**src/rtl/irq_pair_pkg.sv**
```systemverilog
package irq_pair_pkg;
    localparam int LVL_W = 3;
    localparam int VEC_W = 8;
    localparam int NSRC  = 2;
    localparam int SRC_SPI  = 0;
    localparam int SRC_UART = 1;

    localparam logic [1:0] SEL_SPI_LVL  = 2'd0;
    localparam logic [1:0] SEL_UART_LVL = 2'd1;
    localparam logic [1:0] SEL_VECTOR   = 2'd2;

    typedef enum logic [1:0] {
        ACK_IDLE  = 2'd0,
        ACK_SERVE = 2'd1,
        ACK_MISS  = 2'd2
    } ack_state_t;
endpackage

```
**src/rtl/irq_lvl_regs.sv**
```systemverilog
module irq_lvl_regs
    import irq_pair_pkg::*;
#(
    parameter int LW = LVL_W,
    parameter int VW = VEC_W,
    parameter logic [VW-1:0] VEC_RST = 8'h0F
) (
    input  logic          clk,
    input  logic          rst_n,
    input  logic          wr_en,
    input  logic [1:0]    sel,
    input  logic [VW-1:0] wdata,
    output logic [LW-1:0] spi_lvl,
    output logic [LW-1:0] uart_lvl,
    output logic [VW-2:0] vec_hi,
    output logic [VW-1:0] rdata
);
    localparam int PAD = VW - LW;

    logic [LW-1:0] lvl_q [NSRC];
    logic [VW-2:0] vec_q;

    for (genvar s = 0; s < NSRC; s++) begin : g_lvl
        always_ff @(posedge clk) begin
            if (!rst_n) begin
                lvl_q[s] <= '0;
            end else if (wr_en && (sel == 2'(s))) begin
                lvl_q[s] <= wdata[LW-1:0];
            end
        end
    end

    always_ff @(posedge clk) begin
        if (!rst_n) begin
            vec_q <= VEC_RST[VW-1:1];
        end else if (wr_en && (sel == SEL_VECTOR)) begin
            vec_q <= wdata[VW-1:1];
        end
    end

    always_comb begin
        unique case (sel)
            SEL_SPI_LVL:  rdata = {{PAD{1'b0}}, lvl_q[SRC_SPI]};
            SEL_UART_LVL: rdata = {{PAD{1'b0}}, lvl_q[SRC_UART]};
            SEL_VECTOR:   rdata = {vec_q, 1'b1};
            default:      rdata = '0;
        endcase
    end

    assign spi_lvl  = lvl_q[SRC_SPI];
    assign uart_lvl = lvl_q[SRC_UART];
    assign vec_hi   = vec_q;
endmodule

```
**src/rtl/irq_arb.sv**
```systemverilog
module irq_arb
    import irq_pair_pkg::*;
#(
    parameter int LW = LVL_W
) (
    input  logic [LW-1:0] spi_lvl,
    input  logic [LW-1:0] uart_lvl,
    input  logic          spi_req,
    input  logic          uart_req,
    input  logic [LW-1:0] ack_level,
    output logic [LW-1:0] irq_level,
    output logic          match,
    output logic          spi_won
);
    logic spi_live, uart_live;
    logic spi_match, uart_match;
    logic [LW-1:0] spi_eff, uart_eff;

    always_comb begin
        spi_live  = spi_req  && (spi_lvl  != '0);
        uart_live = uart_req && (uart_lvl != '0);
        spi_eff   = spi_live  ? spi_lvl  : '0;
        uart_eff  = uart_live ? uart_lvl : '0;
        irq_level = (spi_eff >= uart_eff) ? spi_eff : uart_eff;
        spi_match  = spi_live  && (spi_lvl  == ack_level);
        uart_match = uart_live && (uart_lvl == ack_level);
        match   = spi_match || uart_match;
        spi_won = spi_match;
    end
endmodule

```
**src/rtl/irq_ack_fsm.sv**
```systemverilog
module irq_ack_fsm
    import irq_pair_pkg::*;
#(
    parameter int VW = VEC_W
) (
    input  logic          clk,
    input  logic          rst_n,
    input  logic          ack_start,
    input  logic          ack_end,
    input  logic          match,
    input  logic          spi_won,
    input  logic [VW-2:0] vec_hi,
    output logic          ack_hit,
    output logic [VW-1:0] ack_vector,
    output logic          busy
);
    ack_state_t state_q, state_d;
    logic [VW-1:0] vec_cap_q;

    always_comb begin
        state_d = state_q;
        unique case (state_q)
            ACK_IDLE: begin
                if (ack_start) state_d = match ? ACK_SERVE : ACK_MISS;
            end
            ACK_SERVE: begin
                if (ack_end) state_d = ACK_IDLE;
            end
            ACK_MISS: begin
                if (ack_end) state_d = ACK_IDLE;
            end
            default: state_d = ACK_IDLE;
        endcase
    end

    always_ff @(posedge clk) begin
        if (!rst_n) state_q <= ACK_IDLE;
        else        state_q <= state_d;
    end

    always_ff @(posedge clk) begin
        if (!rst_n) begin
            vec_cap_q <= '0;
        end else if ((state_q == ACK_IDLE) && ack_start) begin
            vec_cap_q <= {vec_hi, spi_won};
        end
    end

    always_comb begin
        ack_hit    = (state_q == ACK_SERVE);
        ack_vector = ack_hit ? vec_cap_q : '0;
        busy       = (state_q != ACK_IDLE);
    end
endmodule

```
**src/rtl/irq_pair_vec.sv**
```systemverilog
module irq_pair_vec
    import irq_pair_pkg::*;
(
    input  logic         clk,
    input  logic         rst_n,
    input  logic         reg_wr,
    input  logic [1:0]   reg_sel,
    input  logic [7:0]   reg_wdata,
    output logic [7:0]   reg_rdata,
    input  logic         spi_req,
    input  logic         uart_req,
    output logic [2:0]   irq_level,
    input  logic         ack_start,
    input  logic [2:0]   ack_level,
    input  logic         ack_end,
    output logic         ack_hit,
    output logic [7:0]   ack_vector
);
    logic [LVL_W-1:0] spi_lvl, uart_lvl;
    logic [VEC_W-2:0] vec_hi;
    logic match, spi_won, busy;

    irq_lvl_regs #(.LW(LVL_W), .VW(VEC_W)) u_regs (
        .clk(clk), .rst_n(rst_n), .wr_en(reg_wr), .sel(reg_sel),
        .wdata(reg_wdata), .spi_lvl(spi_lvl), .uart_lvl(uart_lvl),
        .vec_hi(vec_hi), .rdata(reg_rdata)
    );

    irq_arb #(.LW(LVL_W)) u_arb (
        .spi_lvl(spi_lvl), .uart_lvl(uart_lvl),
        .spi_req(spi_req), .uart_req(uart_req),
        .ack_level(ack_level), .irq_level(irq_level),
        .match(match), .spi_won(spi_won)
    );

    irq_ack_fsm #(.VW(VEC_W)) u_fsm (
        .clk(clk), .rst_n(rst_n), .ack_start(ack_start), .ack_end(ack_end),
        .match(match), .spi_won(spi_won), .vec_hi(vec_hi),
        .ack_hit(ack_hit), .ack_vector(ack_vector), .busy(busy)
    );
endmodule

```
**config.mk**
```make
export PLATFORM = sky130hd
export DESIGN_NAME = irq_pair_vec
export DESIGN_NICKNAME = d
export VERILOG_FILES = /design/src/rtl/irq_pair_pkg.sv /design/src/rtl/irq_lvl_regs.sv /design/src/rtl/irq_arb.sv /design/src/rtl/irq_ack_fsm.sv /design/src/rtl/irq_pair_vec.sv
export SDC_FILE = /design/constraint.sdc
export NUM_CORES = 1
export LEC_CHECK = 0
export BUFFER_PORTS_ARGS = -buffer_cell sky130_fd_sc_hd__buf_4
export CAP_MARGIN = 0
export CELL_PAD_IN_SITES_DETAIL_PLACEMENT = 2
export CELL_PAD_IN_SITES_GLOBAL_PLACEMENT = 2
export CORE_MARGIN = 2
export CORE_UTILIZATION = 25
export DETAILED_ROUTE_END_ITERATION = 7
export MAX_ROUTING_LAYER = met4
export PLACE_DENSITY = 0.77
export SETUP_SLACK_MARGIN = 0.4
export SLEW_MARGIN = 30
export SYNTH_ARGS = -nofsm -noshare
export SYNTH_HDL_FRONTEND = slang
export SYNTH_SLANG_ARGS = --single-unit
export TNS_END_PERCENT = 10
```
**constraint.sdc**
```tcl
create_clock -name clk -period 1.46 [get_ports clk]
set_clock_uncertainty 0.15 [all_clocks]
set_input_delay 0.073 -clock clk [delete_from_list [all_inputs] [get_ports clk]]
set_output_delay 0.073 -clock clk [all_outputs]
set_load 0.005 [all_outputs]
```
==> results.tsv <==
stage	metric	value	unit
min_path	Hold Crit Class	in -> reg	
status	status	complete, but fails checks	
clock_tree	clock slew at reported path FFs	0.09	ns
drt	WL final	4390	µm
synth	synthesized area	1310	µm²
die	Initial Utilization	25.8	%
clock_tree	CTS max path bufs	2	
drt	routed len/inst	15.0	µm
worst_setup_path	R2R depth	5	
sta	Hold Violations, Final	8	
worst_setup_path	CP Capture Type	output pin	
sta	Tmin final	2.04	ns
sta	pins over their slew limit	0	
worst_setup_path	Worst setup SP type	flop	
clock_tree	Clock Latency Late Sink	0.27	ns
drt	DRT antenna net count	0	
die	chip height	76.4	µm
sta	Final Worst Setup Slack	-0.577	ns
run	Max-cap violations	0	
pwr	PD cells	735	nW/µm²
pwr	Pleak	0.983	nW
die	Die Wd	76.4	µm
cells_and_area	commonest non-fill, non-tap cell in the layout	buf_4	
synth	number of synthesized register bits	23	
cells_and_area	commonest cells after routing, fill and taps aside	buf_4, nand2_1, buf_6	
clock_tree	clock sinks	23	
drt	Residual DRC	0	
drt	via/cell ratio	4.62	
cells_and_area	share of layout cells above drive strength 1	47.7	%
die	standard-cell rows	26	
clock_tree	CTS tree	done	
die	Die ar.	5830	µm²
drt	drt first-iter violations	32	
sta	Peak Freq	491	MHz
synth	Synth Area per Inst	8.18	µm²
grt	number of global-route vias before repair	1485	
placement	gpl congestion	0.782	
synth	syn nets	185	
sta	setup TNS	-1.81	ns
grt	largest net degree at the start of global routing	24	
cells_and_area	Antenna diodes	0	
placement	post-DP HPWL	3100	µm
pwr	worst vdd ir	288	µV
placement	placed cell areas	1780	µm²
cells_and_area	post-route cell area	2170	µm²
cells_and_area	Post-Route Utilization	42.8	%
sta	hold_ws	-0.0231	ns
worst_setup_path	critical path fanouts, max	3	
cells_and_area	area grow syn2layout	65.9	%
cells_and_area	Net count, final	248	
clock_tree	# H-tree levels	1	
min_path	WHS Path Cells	4	
die	core area	5070	µm²
clock_tree	CTS buffer count	3	
die	IO Pins	40	
grt	final global-route overflow total	0	
clock_tree	Root Buffer	clkbuf_8	
sta	Worst slew margin	83.6	%
grt	first-pass GRT wire length	7390	µm
synth	Yosys warnings	0	
placement	Post-Place Worst Slack	-0.375	ns
worst_setup_path	worst path arrival time	1.81	ns
drt	DR pass1 iterations	4	
drt	routed via count	1350	
sta	Final period util	140	%
synth	Post-Synthesis Cells	160	
grt	GRT Overall Usage	15.9	%
sta	unrepaired setup endpoints after global routing	yes	
sta	Worst-Margin Slew	0.246	ns
sta	# setup viols final	5	
synth	count of cell types in the netlist	26	
worst_setup_path	Crit Path Class	reg -> out	
grt	antenna violations before repair	0	
placement	I/O Buffers	39	
synth	register area share after synthesis	39.8	%
worst_setup_path	Worst EP required	1.24	ns
status	failing checks	hold timing, setup timing	
[what timing repair did]
item | 4_1_cts | 5_1_grt
resized for setup | 38 | 51
hold buffers | 9 | 0
pin swaps | 13 | 34
buffers inserted | 1 | 0
setup endpoints to repair | 30 | 35
hold endpoints to repair | 13 | 0
[power breakdown]
part           leakage [nW]  internal [W]  switching, W
Clock                0.0260      0.000195      0.000228
Sequential            0.200      0.000691     0.0000293
Combinational         0.756      0.000242      0.000209
[metrics by stage]
stage	cells	hold WS [ns]	total power [W]
after global routing	292	0.00856	0.00167
after global placement	278	0.168	0.00107
after detailed placement	278	0.170	0.00108
final	292	-0.0231	0.00160
after floorplan	160	0.0711	0.000898
after CTS	292	-0.0134	0.00156
[synth_stat cells]
library cell	n	area [µm²]
o21ai_0	6	30.0
nor2b_4	1	13.8
a41o_1	1	10.0
ha_1	5	62.6
o21ai_2	1	8.76
inv_1	6	22.5
dfxtp_1	17	340
o21bai_1	2	15.0
a32oi_1	1	8.76
clkbuf_1	2	7.51
buf_2	5	25.0
a21o_1	2	15.0
mux2i_1	5	50.1
a31o_1	1	8.76
nand2_1	38	143
nor2_1	6	22.5
xor2_1	2	17.5
and2_1	14	87.6
nand3_1	15	75.1
nor3_1	3	15.0
nor2b_1	1	6.26
xnor2_1	2	17.5
edfxtp_1	6	180
a21boi_0	11	82.6
nand2b_1	3	18.8
and3_1	4	25.0
[cell type report]
class | instances | area [µm²]
Fill cell | 569 | 2900
Multi-Input combinational cell | 124 | 870
Timing Repair Buffer | 65 | 609
Sequential cell | 23 | 532
Tap cell | 70 | 87.6
Clock buffer | 3 | 41.3
Inverter | 6 | 25.0
Clock inverter | 1 | 6.26
[cell families after synthesis]
kind of cell	synth area share (%)
xor gates and xnor gates	2.68
buffers and inverters	4.21
muxes	3.82
adders and majority gates	4.78
DFF	39.8
and+or+nand+nor	31.1
AOI/OAI and AO/OA	13.7
[worst max-delay path, cell delays in order (launching register included)]
cell and delay [ns]:
edfxtp_1 0.41, nand2_1 0.15, ha_4 0.22, nand2b_4 0.12, a21o_1 0.15, a21o_1 0.20
mux2i_1 0.16, buf_4 0.13
[path summary, 6_finish.rpt]
check                                   start                              end  slack [ns]
max          u_regs.lvl_q[0][0]$_SDFFCE_PN0P_                     irq_level[2]       -0.58
min                                 ack_start  u_fsm.vec_cap_q[6]$_SDFFE_PN0P_       -0.02
max reg2reg  u_regs.lvl_q[0][2]$_SDFFCE_PN0P_    u_fsm.state_q[1]$_SDFFE_PN0P_       -0.07
min reg2reg   u_fsm.vec_cap_q[6]$_SDFFE_PN0P_  u_fsm.vec_cap_q[6]$_SDFFE_PN0P_        0.31
[flip-flops by register name (all words and copies together), names as in the netlist]
signal           count
u_fsm.state_q        2
u_fsm.vec_cap_q      8
u_regs.vec_hi        7
u_regs.lvl_q         6
[layer usage]
| layer | vias up | wire length [µm] | track usage, % |
|---|---|---|---|
| met2 | 24 | 2300 | 27.4 |
| met3 | 4 | 93 | 1.90 |
| li1 | 665 | - | - |
| met5 | - | 0 | - |
| met1 | 657 | 1950 | 19.6 |
| met4 | 0 | 44 | 4.36 |
No activity file was read; power rests on OpenSTA's default activity.
